**src/rtl/sld_pkg.sv**
```systemverilog
`timescale 1ns/1ps
package sld_pkg;
  localparam int unsigned OFS_W = 16;
  localparam int unsigned SZ_W  = 2;

  typedef struct packed {
    logic             is_k;
    logic [OFS_W-1:0] val;
  } opnd_t;

  typedef struct packed {
    opnd_t            off;
    opnd_t            base;
    logic [SZ_W-1:0]  sz;
  } st_rec_t;

  // byte count from a size code: 1, 2, 4, 8
  function automatic logic [3:0] size_bytes(input logic [SZ_W-1:0] code);
    return 4'd1 << code;
  endfunction

  // constant-offset range test, sums one bit wider than the offsets
  function automatic logic ranges_hit(input logic [OFS_W-1:0] s_ofs,
                                      input logic [SZ_W-1:0]  s_sz,
                                      input logic [OFS_W-1:0] l_ofs,
                                      input logic [SZ_W-1:0]  l_sz);
    logic [OFS_W:0] s_end;
    logic [OFS_W:0] l_end;
    s_end = {1'b0, s_ofs} + {{(OFS_W-3){1'b0}}, size_bytes(s_sz)};
    l_end = {1'b0, l_ofs} + {{(OFS_W-3){1'b0}}, size_bytes(l_sz)};
    if (s_ofs < l_ofs) return s_end > {1'b0, l_ofs};
    else               return l_end > {1'b0, s_ofs};
  endfunction
endpackage

```
**src/rtl/sld_store_table.sv**
```systemverilog
`timescale 1ns/1ps
module sld_store_table #(
  parameter int unsigned ENTRIES = 4,
  parameter int unsigned CNT_W   = 3
) (
  input  logic                   clk,
  input  logic                   rst_n,
  input  logic                   clr,
  input  logic                   wr_en,
  input  sld_pkg::st_rec_t       wr_rec,
  output sld_pkg::st_rec_t       recs [ENTRIES],
  output logic [ENTRIES-1:0]     vld,
  output logic [CNT_W-1:0]       cnt,
  output logic                   wr_take,
  output logic                   wr_drop
);
  logic full;

  assign full    = (cnt == CNT_W'(ENTRIES));
  assign wr_take = wr_en && !clr && !full;
  assign wr_drop = wr_en && !clr && full;

  always_ff @(posedge clk) begin
    if (!rst_n)       cnt <= '0;
    else if (clr)     cnt <= '0;
    else if (wr_take) cnt <= cnt + 1'b1;
  end

  for (genvar i = 0; i < ENTRIES; i++) begin : g_ent
    always_ff @(posedge clk) begin
      if (wr_take && cnt == CNT_W'(i)) recs[i] <= wr_rec;
    end
    assign vld[i] = (cnt > CNT_W'(i));
  end
endmodule

```
**src/rtl/sld_entry_cmp.sv**
```systemverilog
`timescale 1ns/1ps
module sld_entry_cmp (
  input  logic                       vld,
  input  sld_pkg::st_rec_t           rec,
  input  sld_pkg::opnd_t             ld_off,
  input  sld_pkg::opnd_t             ld_base,
  input  logic [sld_pkg::SZ_W-1:0]   ld_size,
  output logic                       hit
);
  logic hit_exact;
  logic hit_swap;
  logic base_eq;
  logic both_k;
  logic hit_range;

  assign hit_exact = (ld_off == rec.off)  && (ld_base == rec.base);
  assign hit_swap  = (ld_off == rec.base) && (ld_base == rec.off);
  assign base_eq   = (ld_base == rec.base);
  assign both_k    = ld_off.is_k && rec.off.is_k;
  assign hit_range = base_eq && both_k &&
                     sld_pkg::ranges_hit(rec.off.val, rec.sz, ld_off.val, ld_size);
  assign hit       = vld && (hit_exact || hit_swap || hit_range);
endmodule

```
**src/rtl/st_ld_overlap_det.sv**
```systemverilog
`timescale 1ns/1ps
module st_ld_overlap_det #(
  parameter int unsigned ENTRIES = 4
) (
  input  logic                        clk,
  input  logic                        rst_n,
  input  logic                        grp_end,
  input  logic                        st_valid,
  input  logic                        st_off_k,
  input  logic [sld_pkg::OFS_W-1:0]   st_off,
  input  logic                        st_base_k,
  input  logic [sld_pkg::OFS_W-1:0]   st_base,
  input  logic [sld_pkg::SZ_W-1:0]    st_size,
  input  logic                        ld_valid,
  input  logic                        ld_off_k,
  input  logic [sld_pkg::OFS_W-1:0]   ld_off,
  input  logic                        ld_base_k,
  input  logic [sld_pkg::OFS_W-1:0]   ld_base,
  input  logic [sld_pkg::SZ_W-1:0]    ld_size,
  output logic                        ld_hazard
);
  localparam int unsigned CNT_W = $clog2(ENTRIES + 1);

  sld_pkg::st_rec_t  wr_rec;
  sld_pkg::st_rec_t  recs [ENTRIES];
  sld_pkg::opnd_t    l_off;
  sld_pkg::opnd_t    l_base;
  logic [ENTRIES-1:0] vld;
  logic [ENTRIES-1:0] ent_hit;
  logic [CNT_W-1:0]   ent_cnt;
  logic               rec_evt;
  logic               drop_evt;
  logic               any_hit;

  always_comb begin
    wr_rec.off.is_k  = st_off_k;
    wr_rec.off.val   = st_off;
    wr_rec.base.is_k = st_base_k;
    wr_rec.base.val  = st_base;
    wr_rec.sz        = st_size;
    l_off.is_k       = ld_off_k;
    l_off.val        = ld_off;
    l_base.is_k      = ld_base_k;
    l_base.val       = ld_base;
  end

  sld_store_table #(.ENTRIES(ENTRIES), .CNT_W(CNT_W)) u_tbl (
    .clk     (clk),
    .rst_n   (rst_n),
    .clr     (grp_end),
    .wr_en   (st_valid),
    .wr_rec  (wr_rec),
    .recs    (recs),
    .vld     (vld),
    .cnt     (ent_cnt),
    .wr_take (rec_evt),
    .wr_drop (drop_evt)
  );

  for (genvar i = 0; i < ENTRIES; i++) begin : g_cmp
    sld_entry_cmp u_cmp (
      .vld     (vld[i]),
      .rec     (recs[i]),
      .ld_off  (l_off),
      .ld_base (l_base),
      .ld_size (ld_size),
      .hit     (ent_hit[i])
    );
  end

  assign any_hit   = |ent_hit;
  assign ld_hazard = ld_valid && any_hit;
endmodule

```
**config.mk**
```make
export PLATFORM = sky130hd
export DESIGN_NAME = st_ld_overlap_det
export DESIGN_NICKNAME = d
export VERILOG_FILES = /design/src/rtl/sld_pkg.sv /design/src/rtl/sld_store_table.sv /design/src/rtl/sld_entry_cmp.sv /design/src/rtl/st_ld_overlap_det.sv
export SDC_FILE = /design/constraint.sdc
export NUM_CORES = 1
export LEC_CHECK = 0
export ABC_AREA = 1
export BUFFER_PORTS_ARGS = -buffer_cell sky130_fd_sc_hd__buf_2
export CAP_MARGIN = 25
export CORE_ASPECT_RATIO = 0.9
export CORE_MARGIN = 3
export CORE_UTILIZATION = 35
export DETAILED_ROUTE_END_ITERATION = 10
export PLACE_DENSITY = 0.52
export REMOVE_ABC_BUFFERS = 1
export SYNTH_ARGS = -nofsm -noshare
export SYNTH_HDL_FRONTEND = slang
export SYNTH_HIERARCHICAL = 1
export SYNTH_SLANG_ARGS = --single-unit
```
**constraint.sdc**
```tcl
create_clock -name clk -period 7.5 [get_ports clk]
set_input_delay 0.375 -clock clk [delete_from_list [all_inputs] [get_ports clk]]
set_output_delay 0.375 -clock clk [all_outputs]
set_load 0.02 [all_outputs]
```
## Word-level counts from Yosys, hierarchy flattened

Index checks and enable logic that the tools add are counted.

- Add/subtract/negate cells: 6
- Order comparisons: 16
- Eq/ne operators: 20
- Shift operators: 5
- Multiplexer cells: 4
- Bitwise logic cells: 1
- Reduce and logical (&&, ||, !) cells: 44

Operator list:

| kind | number |
|---|---|
| == test 17 bit | 16 |
| > comparator 17 x 16 -> 1 bit | 8 |
| adder 16 x 4 -> 17 bit | 5 |
| less-than comparator 16 bit | 4 |
| logical AND 1 bit | 31 |
| left shift 1 x 2 -> 4 bit, first input constant | 5 |
| logical OR 1 bit | 8 |
| == test 3 x 2 -> 1 bit, second input constant | 2 |
| > comparator 3 x 1 -> 1 bit, second input constant | 2 |
| > comparator 3 x 2 -> 1 bit, second input constant | 2 |
| two-way mux 1 bit | 4 |
| OR reduction 4 bit | 1 |
| adder 3 x 1 -> 3 bit, second input constant | 1 |
| == test 3 x 1 -> 1 bit, second input constant | 1 |
| == test 3 bit, second input constant | 1 |
| zero test 3 bit | 1 |
| zero test 1 bit | 2 |
| OR reduction 2 bit | 1 |
| inverter 1 bit | 1 |

- Bits in registers: 147
- Input bits: 77
- Output and inout port bits: 1
- Logic and storage cells: 117

## Logic depth before layout (Yosys ltp)

Gate-level depths: netlist (run 1).

- Depth in word-level cells: 9
- Depth in mapped cells: 29
- Depth with buffers taken out: 29

## By module

The synthesis (run 1) kept the hierarchy.

Modules (own cells, without submodules):

| module | instances | cells an instance | area each (sq um) | seq. area each (sq um) |
|---|---|---|---|---|
| sld_entry_cmp at g_cmp[2].u_cmp ... | 2 | 427 | 2,705.1 | 0.0 |
| sld_store_table | 1 | 189 | 4,625.7 | 4,384.2 |
| sld_entry_cmp at g_cmp[1].u_cmp | 1 | 439 | 2,775.2 | 0.0 |
| sld_entry_cmp at g_cmp[0].u_cmp | 1 | 447 | 2,767.7 | 0.0 |
| st_ld_overlap_det | 1 | 4 | 16.3 | 0.0 |

## Worst setup path after synthesis (run 1)

Ideal clock, no wire load.

- Path type: input to output
- Start point: input ld_size[1] (netlist bit)
- End point: output ld_hazard
- Arrival time: 3,180 ps
- Required time: 7,125 ps
- Slack: 3,945 ps
- Stages: 25
- Buffers on the path: 0
- Cell sequence: inv_1 nor2_1 ha_1 nand3_1 nand2_1 a21oi_1 nor4_4 nand2_1 nor2_2 xor2_1 inv_1 ha_1 nand2_1 nor2_1 and2_1 a21oi_1 nand2_1 nand2_1 nand2_1 nand2_1 a21oi_2 nand2_1 a21oi_2 nor2_1 a21oi_1

- Cells in the longest elaborated chain, start to end: 9
- Elaborated cells on any way between the ends: 24
- Classes of those cells: 1 x add/sub; 4 x order compare; 1 x shift; 4 x mux; 14 x reduce/logical

Ends and longest elaborated chain:

| what | line | text |
|---|---|---|
| start, declared | st_ld_overlap_det.sv:19 | `input logic [sld_pkg::SZ_W-1:0] ld_size,` |
| left shift 1 x 2 -> 4 bit | sld_pkg.sv:19 | `return 4'd1 << code;` |
| adder 16 x 4 -> 17 bit | sld_pkg.sv:30 | `l_end = {1'b0, l_ofs} + {{(OFS_W-3){1'b0}}, size_bytes(l_sz)};` |
| > comparator 17 x 16 -> 1 bit | sld_pkg.sv:32 | `else return l_end > {1'b0, s_ofs};` |
| two-way mux 1 bit | sld_pkg.sv:31 | `if (s_ofs < l_ofs) return s_end > {1'b0, l_ofs};` |
| logical AND 1 bit | sld_entry_cmp.sv:20 | `assign hit_range = base_eq && both_k &&` |
| logical OR 1 bit | sld_entry_cmp.sv:22 | `assign hit = vld && (hit_exact \|\| hit_swap \|\| hit_range);` |
| logical AND 1 bit | sld_entry_cmp.sv:22 |  |
| via ent_hit[1] | st_ld_overlap_det.sv:29 | `logic [ENTRIES-1:0] ent_hit;` |
| OR reduction 4 bit | st_ld_overlap_det.sv:71 | `assign any_hit = \|ent_hit;` |
| logical AND 1 bit | st_ld_overlap_det.sv:72 | `assign ld_hazard = ld_valid && any_hit;` |
| end, declared | st_ld_overlap_det.sv:20 | `output logic ld_hazard` |

The timed path passes the listed nets, and every way through them passes these cells.

## Worst setup path after layout (run 1)

- Start point: register, netlist name u_tbl/recs[19]
- End point: output ld_hazard

- Cells in the longest elaborated chain, start to end: 8
- Elaborated cells on any way between the ends: 15
- Classes of those cells: 1 x add/sub; 3 x order compare; 2 x eq/ne; 1 x mux; 8 x reduce/logical

Ends and longest elaborated chain:

| what | line | text |
|---|---|---|
| adder 16 x 4 -> 17 bit | sld_pkg.sv:29 | `s_end = {1'b0, s_ofs} + {{(OFS_W-3){1'b0}}, size_bytes(s_sz)};` |
| > comparator 17 x 16 -> 1 bit | sld_pkg.sv:31 |  |
| two-way mux 1 bit | sld_pkg.sv:31 |  |
| logical AND 1 bit | sld_entry_cmp.sv:20 |  |
| logical OR 1 bit (*) | sld_entry_cmp.sv:22 |  |
| logical AND 1 bit (*) | sld_entry_cmp.sv:22 |  |
| via ent_hit[3] | st_ld_overlap_det.sv:29 |  |
| OR reduction 4 bit (*) | st_ld_overlap_det.sv:71 |  |
| logical AND 1 bit (*) | st_ld_overlap_det.sv:72 |  |

The timed path passes the listed nets; every way through them passes the cells marked *.

==> flow_results.org, run 1 <==
** Final layout
- Area growth from synthesis to final layout :: 11.59%
- Post-route core utilization :: 0.3998
- Of the cells placed in the final design, the portion with a size suffix greater than 1 is 0.1174.
- Once layout is complete, the cells apart from fillers number ~2600.
- Final Net Count :: between 2000 and 2500

** Floorplanning
- Boundary Pins :: between 70 and 80
- Die Footprint :: ~47000 sq um
- Height of the die :: between 200 and 250 um
- Starting Density :: 0.3583
- Num rows :: 72
- Floorplan die width :: 228.5 um
- The total area inside the core boundary comes to roughly 44000 sq um.

** Worst setup path
- STA classifies the critical path endpoint as a primary output.
- Slowest Stage Delay on Critical Path :: 530 ps
- The most numerous cell type found on the critical path is sky130_fd_sc_hd__nand2_1.
- Category of the most critical setup path :: register to primary output
- Crit path max-delay cell type :: sky130_fd_sc_hd__edfxtp_1
- At the worst endpoint, the required time is 7120 ps.
- Buffer and inverter count on the worst path :: 2
- STA classifies the critical path startpoint as a register.
- Data on the critical path arrives at its endpoint at between 4000 and 5000 ps.
- Cell-by-cell trace of the critical path :: ha_1 > inv_1 > fa_1 > o21ai_2 > nand3_2 > nor3_4 > nand3_1 > xor2_1 > ha_1 > a21oi_1 > nor2_1 > a211oi_1 > nand2_1 > nand2_1 > nand2_1 > nand2_1 > nand2_1 > nand2_1 > a21oi_2 > nor2_1 > a21oi_1 > buf_2
- In this run the worst path has a maximum fanout of 4.
- Family of cells with the greatest summed delay on the critical path :: simple AND/OR/NAND/NOR gates

** Power
- Leak pwr :: between 8 and 9 nW
- The worst-case IR drop observed on VDD is ~170 uV.
- Total power divided by cell area :: between 100 and 150 nW/um^2
- Total Power Consumption :: roughly 2.3 mW

** Global routing
- After global routing the overflow that remains totals 0.
- Pin count of the biggest net entering global routing :: 37
- The first global-routing pass estimated between 70000 and 80000 um of wire.
- The number of global-route vias before repair is 13570.
- For this run, the total global-route usage over all layers was measured as 0.2217.
- Number of antenna violations at the first check in global routing :: 5

** Routing
- Post-route DRC violation count :: 0
- Length of the first detailed-routing pass in iterations :: 5
- Number of nets still failing antenna checks after routing :: 0
- Iteration-0 DRC Markers :: 970
- Wire length per cell after detailed routing :: 19.57 um
- Average vias per placed instance :: slightly above 5
- Via count :: about 13000
- Total detailed-routing wirelength :: roughly 52000 um

** STA
- Timing would allow up to around 210 MHz.
- Setup repair after global routing left no endpoint under its margin.
- For the final routed database, the setup TNS stands at 0 ps.
- For the pin with the worst max-slew slack, the measured transition is ~630 ps.
- Final count of negative-setup-slack endpoints :: 0
- The final number of max-transition violations is 0.
- Least setup slack across all paths after layout :: around 2700 ps
- Number of hold-slack violations in the final timing report :: 0
- Part of the cycle the worst path needs :: 0.6399
- Measured against its own limit, the worst slew margin works out to 0.5736.
- The routed design could run at a clock period as short as approximately 4800 ps.
- Clock skew :: ~8.3 ps

** Logic synthesis
- Yosys printed 6 warnings.
- Averaged over all synthesized cells, the footprint is 8.070 sq um.
- Post-Synthesis Cells :: 1932
- Synth Cell Area :: 15590 sq um

** Clock network
- Clock-pin slew was measured on the worst setup and hold paths at roughly 70 ps.
- CTS placed an instance of sky130_fd_sc_hd__clkbuf_16 at the clock tree root.
- TritonCTS buffer count :: 17
- Counting along the longest clock path gives a buffer depth of 2.
- Hold buffer count at CTS :: 0
- The tree built by TritonCTS fans out to approximately 150 sinks.
- Clock network latency to the later pin of the worst-skew pair :: 450 ps
- CTS tree :: built
- The clock tree synthesis step divided the H-tree into 4 levels.
- Once the clock tree was built, the resizer swapped 0 gates to a different size.
- Count of buffers added by post-CTS timing repair for setup :: 0

** Placed design
- HPWL reported at the end of detailed placement :: between 40000 and 50000 um
- Placed cell count :: around 2600
- Routability-driven placement finished with a final weighted congestion of ~0.9.
- Buffers on Ports :: a little under 80
- Worst-case setup slack after placement :: ~3100 ps

** Status
- The run finished with clean final reports.

** Job
- Max-cap violations in this run came to 0.

** Min path
- The path class of the tightest hold or removal check is input port to register.
==> final timing paths <==
kind,end,slack (ps),depth (start not counted),startpoint
worst min register to register,u_tbl/cnt[0]$_SDFFE_PP0P_,570,2,u_tbl/cnt[0]$_SDFFE_PP0P_
worst max register to register,u_tbl/recs[19]$_DFFE_PP_,5580,5,u_tbl/cnt[0]$_SDFFE_PP0P_
worst min-delay path,u_tbl/recs[5]$_DFFE_PP_,160,1,st_base[3]
worst max-delay path,ld_hazard,2700,22,u_tbl/recs[19]$_DFFE_PP_
==> area by class of cell <==
type / instances / area [sq um]
inverter: 329 / 1235
fill: 4516 / 26110
clock inverter: 15 / 158.9
antenna: 2 / 5.005
clock buffer: 17 / 425.4
timing repair buffer: 81 / 452.9
tap: 592 / 740.7
sequential: 147 / 4384
multi-input combinational: 1456 / 9996
==> per-stage QoR <==
| stage | instance area (sq um) | hold slack (ps) |
|---|---|---|
| after global placement | 16750 | 549.5 |
| after detailed placement | 16790 | 556.1 |
| after global routing | 17390 | 157.2 |
| after CTS | 17370 | 146.2 |
| final | 17400 | 160.3 |
| after floorplan | 15590 | 473.9 |
==> flip-flops by register name (all words and copies together), names as in the netlist <==
signal      flops
u_tbl/recs    144
u_tbl/cnt       3
==> per-layer routing <==
layer  up-vias  global-route usage  part of all wire
li1       6586                   -                 -
met1      6406              0.2799              0.45
met2       307              0.3924              0.48
met3        83             0.02178             0.040
met4         0             0.08702             0.034
met5         -                   0                 0
==> placed cells by master, fill, tap and decap left out, types with 24 or more instances in the layout <==
master                       n
sky130_fd_sc_hd__edfxtp_1  144
sky130_fd_sc_hd__xnor2_1   100
sky130_fd_sc_hd__nand3_1    77
sky130_fd_sc_hd__nor2_1    167
sky130_fd_sc_hd__xor2_1    145
sky130_fd_sc_hd__inv_2      31
sky130_fd_sc_hd__inv_1     297
sky130_fd_sc_hd__nand2_1   357
sky130_fd_sc_hd__nand4_1    39
sky130_fd_sc_hd__ha_1      233
sky130_fd_sc_hd__buf_2      77
sky130_fd_sc_hd__o21ai_0    29
sky130_fd_sc_hd__nor3_1     24
sky130_fd_sc_hd__a21oi_1   103
==> where the power goes <==
group	internal, mW	switching [mW]	leakage (nW)
registers	0.917	0.0151	1.33
clock network	0.472	0.407	0.280
logic	0.175	0.330	6.44
==> worst reg2reg max path: cells and delay by family, from the launching register on <==
kind          cells  cell delay, ps
fa+ha+maj         1             240
buf+inv           2             370
flops             1             410
simple gates      2             570
(Power assumes the default switching activity.)
==> inputs of run 2 (changes only) <==
==> constraint.sdc (replaced) <==
create_clock -name clk -period 4.5 [get_ports clk]
set_input_delay 0.225 -clock clk [delete_from_list [all_inputs] [get_ports clk]]
set_output_delay 0.225 -clock clk [all_outputs]
set_load 0.02 [all_outputs]
==> flow_results.org, run 2 (synthesis gave the netlist of run 1 again) <==
** STA
- The slew at the pin with the worst max-slew slack is 754.1 ps (+120.3 ps).
- Maximum frequency from static timing analysis :: 229.9 MHz
- The routed design could run at a clock period as short as between 4000 and 5000 ps.
- Part of the cycle the worst path needs :: 0.9665
- Sum Neg Setup Slack :: 0 ps (unchanged)
- The number of hold violations in the final report was 0 (unchanged).
- Setup repair after global routing could not meet its margin everywhere.
- Worst slew margin :: 0.4926 (-0.08094)
- The total of endpoints with negative setup slack in the final report was 0 (unchanged).
- The final number of max-transition violations was 0 (unchanged).
- Least setup slack across all paths after layout :: 150.6 ps (-2550 ps)
- The clock skew after layout was 12.45 ps (+4.161 ps).

** Placed design
- The placement-stage worst setup slack came to 394.0 ps (-2664 ps).
- HPWL reported at the end of detailed placement :: 43550 um (+2.3%)
- The global placer's final weighted congestion is 0.9135 (+1.1%).
- Buffers on Ports :: 77 (unchanged)
- Placed cell count :: 2615 (+0.42%)

** Routing
- The total detailed-routing wirelength was 53170 um (+2.9%).
- Wire length per cell after detailed routing :: 19.92 um (+1.8%)
- Length of the first detailed-routing pass in iterations :: 5 (unchanged)
- The remaining design rule violation count was 0 (unchanged).
- The detailed router's first-iteration violation count is 970 (unchanged).
- The routed via count was 13500 (+0.86%).
- Number of nets still failing antenna checks after routing :: 0 (unchanged)
- Average vias per placed instance :: 5.057 (-0.27%)

** Floorplanning
- Height of the die :: 206.2 um (unchanged)
- Boundary Pins :: 78 (unchanged)
- Floorplan die width :: 228.5 um (unchanged)
- The placeable core region is 43510 sq um (unchanged).
- Starting Density :: 0.3583 (unchanged)
- The number of placement rows came to 72 (unchanged).
- Die Footprint :: 47120 sq um (unchanged)

** Worst setup path
- Top fanout value on the critical path :: 5 (+1)
- Category of the worst setup path launch point :: register
- STA classifies the critical path endpoint as a primary output.
- FF-to-FF path depth :: 5 (unchanged)
- The delay contributed by the slowest stage of the critical path was 450 ps (-80 ps).
- Reg-to-Reg End :: u_tbl/recs[22]$_DFFE_PP_
- Crit path max-delay cell type :: sky130_fd_sc_hd__edfxtp_1
- Data required time of the worst path :: 4280 ps (-2840 ps)
- The data arrival time of the worst path was 4120 ps (-300 ps).
- The worst register-to-register path begins at u_tbl/cnt[0]$_SDFFE_PP0P_.
- The setup slack of the worst register-to-register path is 2490 ps (-3090 ps).
- Category of the most critical setup path :: register to primary output

** Min path
- Number of cells on the worst hold path :: 1 (unchanged)
- For hold timing, the worst endpoint is u_tbl/recs[40]$_DFFE_PP_.
- The startpoint identified for the worst hold timing path is st_base[2].
- Tightest Hold Check Type :: input port to register

** Clock network
- The later-pin clock latency in the skew report came to 450 ps (about the same).
- The count of H-tree levels built during CTS is 4 (unchanged).
- CTS tree :: built
- TritonCTS buffer count :: 17 (unchanged)
- The tree is rooted in a sky130_fd_sc_hd__clkbuf_16.
- The clock slew seen by the registers of the worst setup and hold paths is 70 ps (about the same).
- The maximum buffer depth of the clock tree came to 2 (unchanged).
- The clock sink count came to 147 (unchanged).

** Global routing
- The overflow left after global routing came to 0 (unchanged).
- The maximum number of pins on one net before global-route repair is 37 (unchanged).
- Total GRT Usage :: 0.2240 (+0.002262)
- The number of antenna violations at the first check in global routing came to 4 (-1).
- The global-route wire length before repair came to 78270 um (about the same).
- Vias in the first global route :: 13350 (-1.6%)

** Final layout
- Most common cell after layout, fill and taps aside :: sky130_fd_sc_hd__nand2_1
- Post-route non-filler standard cell count :: 2669 (+1.1%)
- Most frequent cells in the layout :: sky130_fd_sc_hd__nand2_1 (350), sky130_fd_sc_hd__inv_1 (295), sky130_fd_sc_hd__ha_1 (230)
- Area taken by multi-input logic gates :: 10110 sq um (+1.2%)
- FF/Latch Area :: 4384 sq um (unchanged)
- The area growth from synthesis to layout is 13.72%.
- The total number of nets in the final design was 2380 (+1.3%).
- Flip-flop count of the largest register, all copies and words added :: 144 (unchanged)
- The ratio of cells with drive above 1 in the final layout is 0.1407 (+0.02336).
- Post-route core utilization :: 0.4075 (+0.007649)
- The largest registers in the layout are u_tbl/recs: 144 flops, u_tbl/cnt: 3 flops.
- Biggest register :: u_tbl/recs
- The fill cell instance count of the final layout came to 4409 (-2.4%).

** Power
- Sequential group share of total power :: 0.405 (+0.003)
- The static leakage is 8.214 nW (+2.0%).
- Worst vdd ir :: 261.6 uV (+52%)
- Total Power Consumption :: 3.831 mW (+65%)
- The part of the power in combinational logic came to 0.226 (+0.008).
- Clock network fraction of design power :: 0.369 (-0.011)
- Internal Pwr Total :: 2.562 mW (+64%)
- The power dissipated by switching net loads was 1.269 mW (+69%).
- Total power divided by cell area :: 216.0 nW/um^2 (+62%)
- Fraction of power spent switching nets :: 0.3312 (+0.006161)

** Job
- Maximum capacitance violations :: 0 (unchanged)

** Status
- The run finished with clean final reports.
-- run 2: cell count changes in the layout (fill, tap and decap cells not counted), sizes merged --
cell,previous run,this run
dlygate4sd3,0,3
bufinv,1,0
clkinv,2,5
clkinvlp,3,1
buf,81,108
-- run 2: worst max-delay path by stage --
stage | from | endpoint | depth (start not counted)
after CTS | u_tbl/recs[0]$_DFFE_PP_ | ld_hazard | 25
after floorplan | u_tbl/recs[109]$_DFFE_PP_ | ld_hazard | 28
after global routing | u_tbl/recs[1]$_DFFE_PP_ | ld_hazard | 24
after global placement | ld_off[0] | ld_hazard | 23
after detailed placement | u_tbl/recs[0]$_DFFE_PP_ | ld_hazard | 23
final | u_tbl/recs[108]$_DFFE_PP_ | ld_hazard | 29
-- run 2: critical path, delay by kind of cell, from the launching register on --
family,cells,cell delay [ps]
AND/OR/NAND/NOR,19,1690
adder cells (fa/ha/maj),2,590
buffers and inverters,5,490
flip-flops,1,450
AO/OA/AOI/OAI,2,340
XOR/XNOR,1,120
-- run 2: per-stage QoR --
step	hold slack [ps]	instance area [sq um]
2_1_floorplan	323.9	15590
3_3_place_gp	457.3	16830
3_5_place_dp	466.5	16870
4_1_cts	0.9110	17470
5_1_grt	10.40	17730
6_report	28.48	17730
-- run 2: repair_timing --
item                                    4_1_cts  5_1_grt
endpoints found under the hold margin        11        0
pin swaps                                     2       31
hold buffers                                  3        0
buffers inserted                              1       15
resized for setup                             2       30
endpoints found under the setup margin        1        1
-- run 2: power groups by stage --
stage | clock network (mW) | logic (mW) | registers (mW)
floorplan | 0 | 0.514 | 1.58
global placement | 0 | 0.832 | 1.58
detailed placement | 0 | 0.849 | 1.58
CTS | 1.44 | 0.858 | 1.55
global route | 1.50 | 0.973 | 1.55
finish | 1.41 | 0.865 | 1.55
-- run 2: metal layers --
metal | global-route usage | routed length, um | part of all wire
met1 | 0.2854 | 23170 | 0.44
met5 | 0 | 12 | 0.00023
met2 | 0.3858 | 25040 | 0.47
met4 | 0.08408 | 1869 | 0.035
met3 | 0.03363 | 3074 | 0.058
-- run 2: area by class of cell --
| class | count | share of cell area |
|---|---|---|
| Timing Repair Buffer | 111 | 0.03902 |
| Tap cell | 592 | 0.04178 |
| Inverter | 329 | 0.06965 |
| Sequential cell | 147 | 0.2473 |
| Antenna cell | 2 | 0.0002823 |
| Clock inverter | 15 | 0.007551 |
| Clock buffer | 17 | 0.02399 |
| Multi-Input combinational cell | 1456 | 0.5705 |
==> inputs of run 3 (changes only) <==
--- a/config.mk
+++ b/config.mk
@@ -8,11 +8,13 @@
 export ABC_AREA = 1
 export BUFFER_PORTS_ARGS = -buffer_cell sky130_fd_sc_hd__buf_2
 export CAP_MARGIN = 25
+export CELL_PAD_IN_SITES_DETAIL_PLACEMENT = 0
+export CELL_PAD_IN_SITES_GLOBAL_PLACEMENT = 1
 export CORE_ASPECT_RATIO = 0.9
 export CORE_MARGIN = 3
 export CORE_UTILIZATION = 35
 export DETAILED_ROUTE_END_ITERATION = 10
-export PLACE_DENSITY = 0.52
+export PLACE_DENSITY = 0.65
 export REMOVE_ABC_BUFFERS = 1
 export SYNTH_ARGS = -nofsm -noshare
 export SYNTH_HDL_FRONTEND = slang
==> flow_results.org, run 3 (synthesis gave the netlist of run 1 again) <==
** Status
- The flow ran to the end, and the final reports show no timing, DRC or antenna violations.

** Placed design
- Buffers on Ports :: 77 (unchanged)
- Routability Congestion :: 0.9526 (+4.3%)
- The final HPWL from detailed placement came to 45550 um (+4.6%).
- The cell count after placement is 2617 (+0.076%).

** Final layout
- Regs by FF count :: u_tbl/recs: 144 flops, u_tbl/cnt: 3 flops
- Most common cell after layout, fill and taps aside :: sky130_fd_sc_hd__nand2_1
- Biggest register :: u_tbl/recs
- Area growth from synthesis to final layout :: 15.10%
- The count of antenna diodes in the layout was 0 (-2).
- The ratio of cells with drive above 1 in the final layout came to 0.1524 (+0.01172).
- The flip-flop count of the largest register, all copies and words added came to 144 (unchanged).
- The total number of nets in the final design came to 2391 (+0.46%).
- Most frequent cells in the layout :: sky130_fd_sc_hd__nand2_1 (346), sky130_fd_sc_hd__inv_1 (295), sky130_fd_sc_hd__ha_1 (227)
- Post-route core utilization :: 0.4124 (+0.004946)
- The final non-filler cell total came to 2678 (+0.34%).

** Worst setup path
- The maximum fanout along the worst path is 4 (-1).
- The data arrival time of the worst path is 4120 ps (about the same).
- Crit path top cell by count :: sky130_fd_sc_hd__nand2_1
- The required arrival time at the worst endpoint came to 4280 ps (about the same).
- STA classifies the critical path endpoint as a primary output.
- The buffer and inverter count on the worst path came to 5 (unchanged).
- Reg-to-Reg Start :: u_tbl/cnt[0]$_SDFFE_PP0P_
- Crit path max-delay cell type :: sky130_fd_sc_hd__edfxtp_1
- Worst Setup SP :: u_tbl/recs[108]$_DFFE_PP_
- The setup slack of the worst register-to-register path came to 2420 ps (-70 ps).
- Category of the worst setup path launch point :: register
- The delay contributed by the slowest stage of the critical path came to 440 ps (about the same).
- The endpoint identified for the worst register-to-register timing path is u_tbl/recs[58]$_DFFE_PP_.
- The setup path with the least slack is of type register to primary output.
- Broken down by cell family, the worst path's largest delay share belongs to simple AND/OR/NAND/NOR gates.
- FF-to-FF path depth :: 5 (unchanged)

** Routing
- The routed via count is 13600 (+0.76%).
- Total detailed-routing wirelength :: 55900 um (+5.1%)
- The post-detailed-route count of antenna-violating nets is 0 (unchanged).
- Post-route DRC violation count :: 0 (unchanged)
- Wire length per cell after detailed routing :: 20.87 um (+4.8%)
- Average vias per placed instance :: 5.078 (+0.42%)
- Length of the first detailed-routing pass in iterations :: 7 (+2)
- Iteration-0 DRC Markers :: 892 (-8.0%)

** Floorplanning
- Height of the die :: 206.2 um (unchanged)
- The placeable core region was 43510 sq um (unchanged).
- Die Footprint :: 47120 sq um (unchanged)
- Boundary Pins :: 78 (unchanged)
- Starting Density :: 0.3583 (unchanged)
- The x dimension of the die is 228.5 um (unchanged).
- Num rows :: 72 (unchanged)

** Global routing
- Global-route wire length before repair :: 81530 um (+4.2%)
- The overflow left after global routing was 0 (unchanged).
- The maximum number of pins on one net before global-route repair came to 37 (unchanged).
- The global routing usage summed across all routing layers was 0.2354 (+0.01136).
- The number of global-route vias before repair was 13280 (-0.55%).
- The number of antenna violations at the first check in global routing is 0 (-4).

** Clock network
- TritonCTS built the clock tree.
- The clock slew seen by the registers of the worst setup and hold paths was 60 ps (about the same).
- The count of hold-fix buffers inserted at cts came to 0 (-3).
- The total CTS buffers is 17 (unchanged).
- The count of H-tree levels built during CTS is 4 (unchanged).
- Number of clock sinks seen by CTS :: 147 (unchanged)
- CTS root buffer :: sky130_fd_sc_hd__clkbuf_16
- CTS max path bufs :: 2 (unchanged)
- Clock network latency to the later pin of the worst-skew pair :: 450 ps (about the same)

** STA
- The final number of max-transition violations came to 0 (unchanged).
- The final worst-path cycle share is 0.9659 (about the same).
- The headroom to the max-slew limit is 0.3941 (-0.09855).
- The clock skew after layout is 7.029 ps (-5.423 ps).
- The slew at the pin with the worst max-slew slack is 900.6 ps (+146.5 ps).
- Maximum frequency from static timing analysis :: 230.1 MHz (about the same)
- Number of hold-slack violations in the final timing report :: 0 (unchanged)
- The minimum period implied by the final worst setup slack was 4346 ps (-2.876 ps).
- Setup repair after global routing could not meet its margin everywhere.
- Final count of negative-setup-slack endpoints :: 0 (unchanged)
- The tightest hold margin is 27.95 ps (-0.5341 ps).

** Power
- The total design power is 3.902 mW (+1.9%).
- The maximum VDD drop is 278.8 uV (+6.6%).
- The cell area power density is 217.4 nW/um^2 (+0.65%).
- The static leakage is 8.290 nW (+0.93%).

** Min path
- The cell depth of the worst hold path was 1 (unchanged).
- The worst hold path belongs to the class input port to register.
- Hold Path End :: u_tbl/recs[38]$_DFFE_PP_
- In this run the most critical hold path is launched from st_base[0].

** Job
- Maximum capacitance violations :: 0 (unchanged)
-- run 3: cell types whose count changed in the layout (fill, tap and decap cells not counted), sizes merged --
cell,delta
buf,+14
inv,-6
clkinv,+4
dlygate4sd3,-3
bufinv,+2
diode,-2
-- run 3: cell type report --
cell class,instances,area (sq um)
sequential,147,4384
timing repair buffer,122,767.0
multi-input combinational,1456,10240
fill,4440,25570
inverter,329,1235
clock inverter,15,156.4
clock buffer,17,425.4
tap,592,740.7
-- run 3: timing repair --
action | CTS | global route
setup buffers | 0 | 28
pin swaps | 0 | 41
setup endpoints to repair | 1 | 1
gates resized for setup | 1 | 56
-- run 3: how the worst max path moves through the flow --
stage / endpoint / slack, ps / cells past startpoint
3_5_place_dp: ld_hazard / 300 / 23
6_report: ld_hazard / 150 / 29
3_3_place_gp: ld_hazard / 360 / 23
4_1_cts: ld_hazard / 40 / 23
5_1_grt: ld_hazard / -100 / 29
2_1_floorplan: ld_hazard / 1100 / 28
-- run 3: report_power, final --
part | total [mW] | switching, mW | internal, mW
logic | 0.887 | 0.581 | 0.306
registers | 1.55 | 0.0266 | 1.53
clock network | 1.46 | 0.639 | 0.821
total | 3.90 | 1.25 | 2.66
-- run 3: metal layers --
layer,up-vias,track usage,share of wire
li1,6665,-,-
met3,83,0.02550,0.048
met4,0,0.08341,0.033
met1,6479,0.3055,0.44
met5,-,0,0
met2,372,0.4082,0.48
-- run 3: stage by stage --
stage	TNS, ps	worst slack, ps	instance area [sq um]
2_1_floorplan	0	1104	15590
4_1_cts	0	44.07	17470
5_1_grt	-101.9	-101.9	17950
3_5_place_dp	0	300.2	16890
6_report	0	153.5	17950
3_3_place_gp	0	358.2	16850
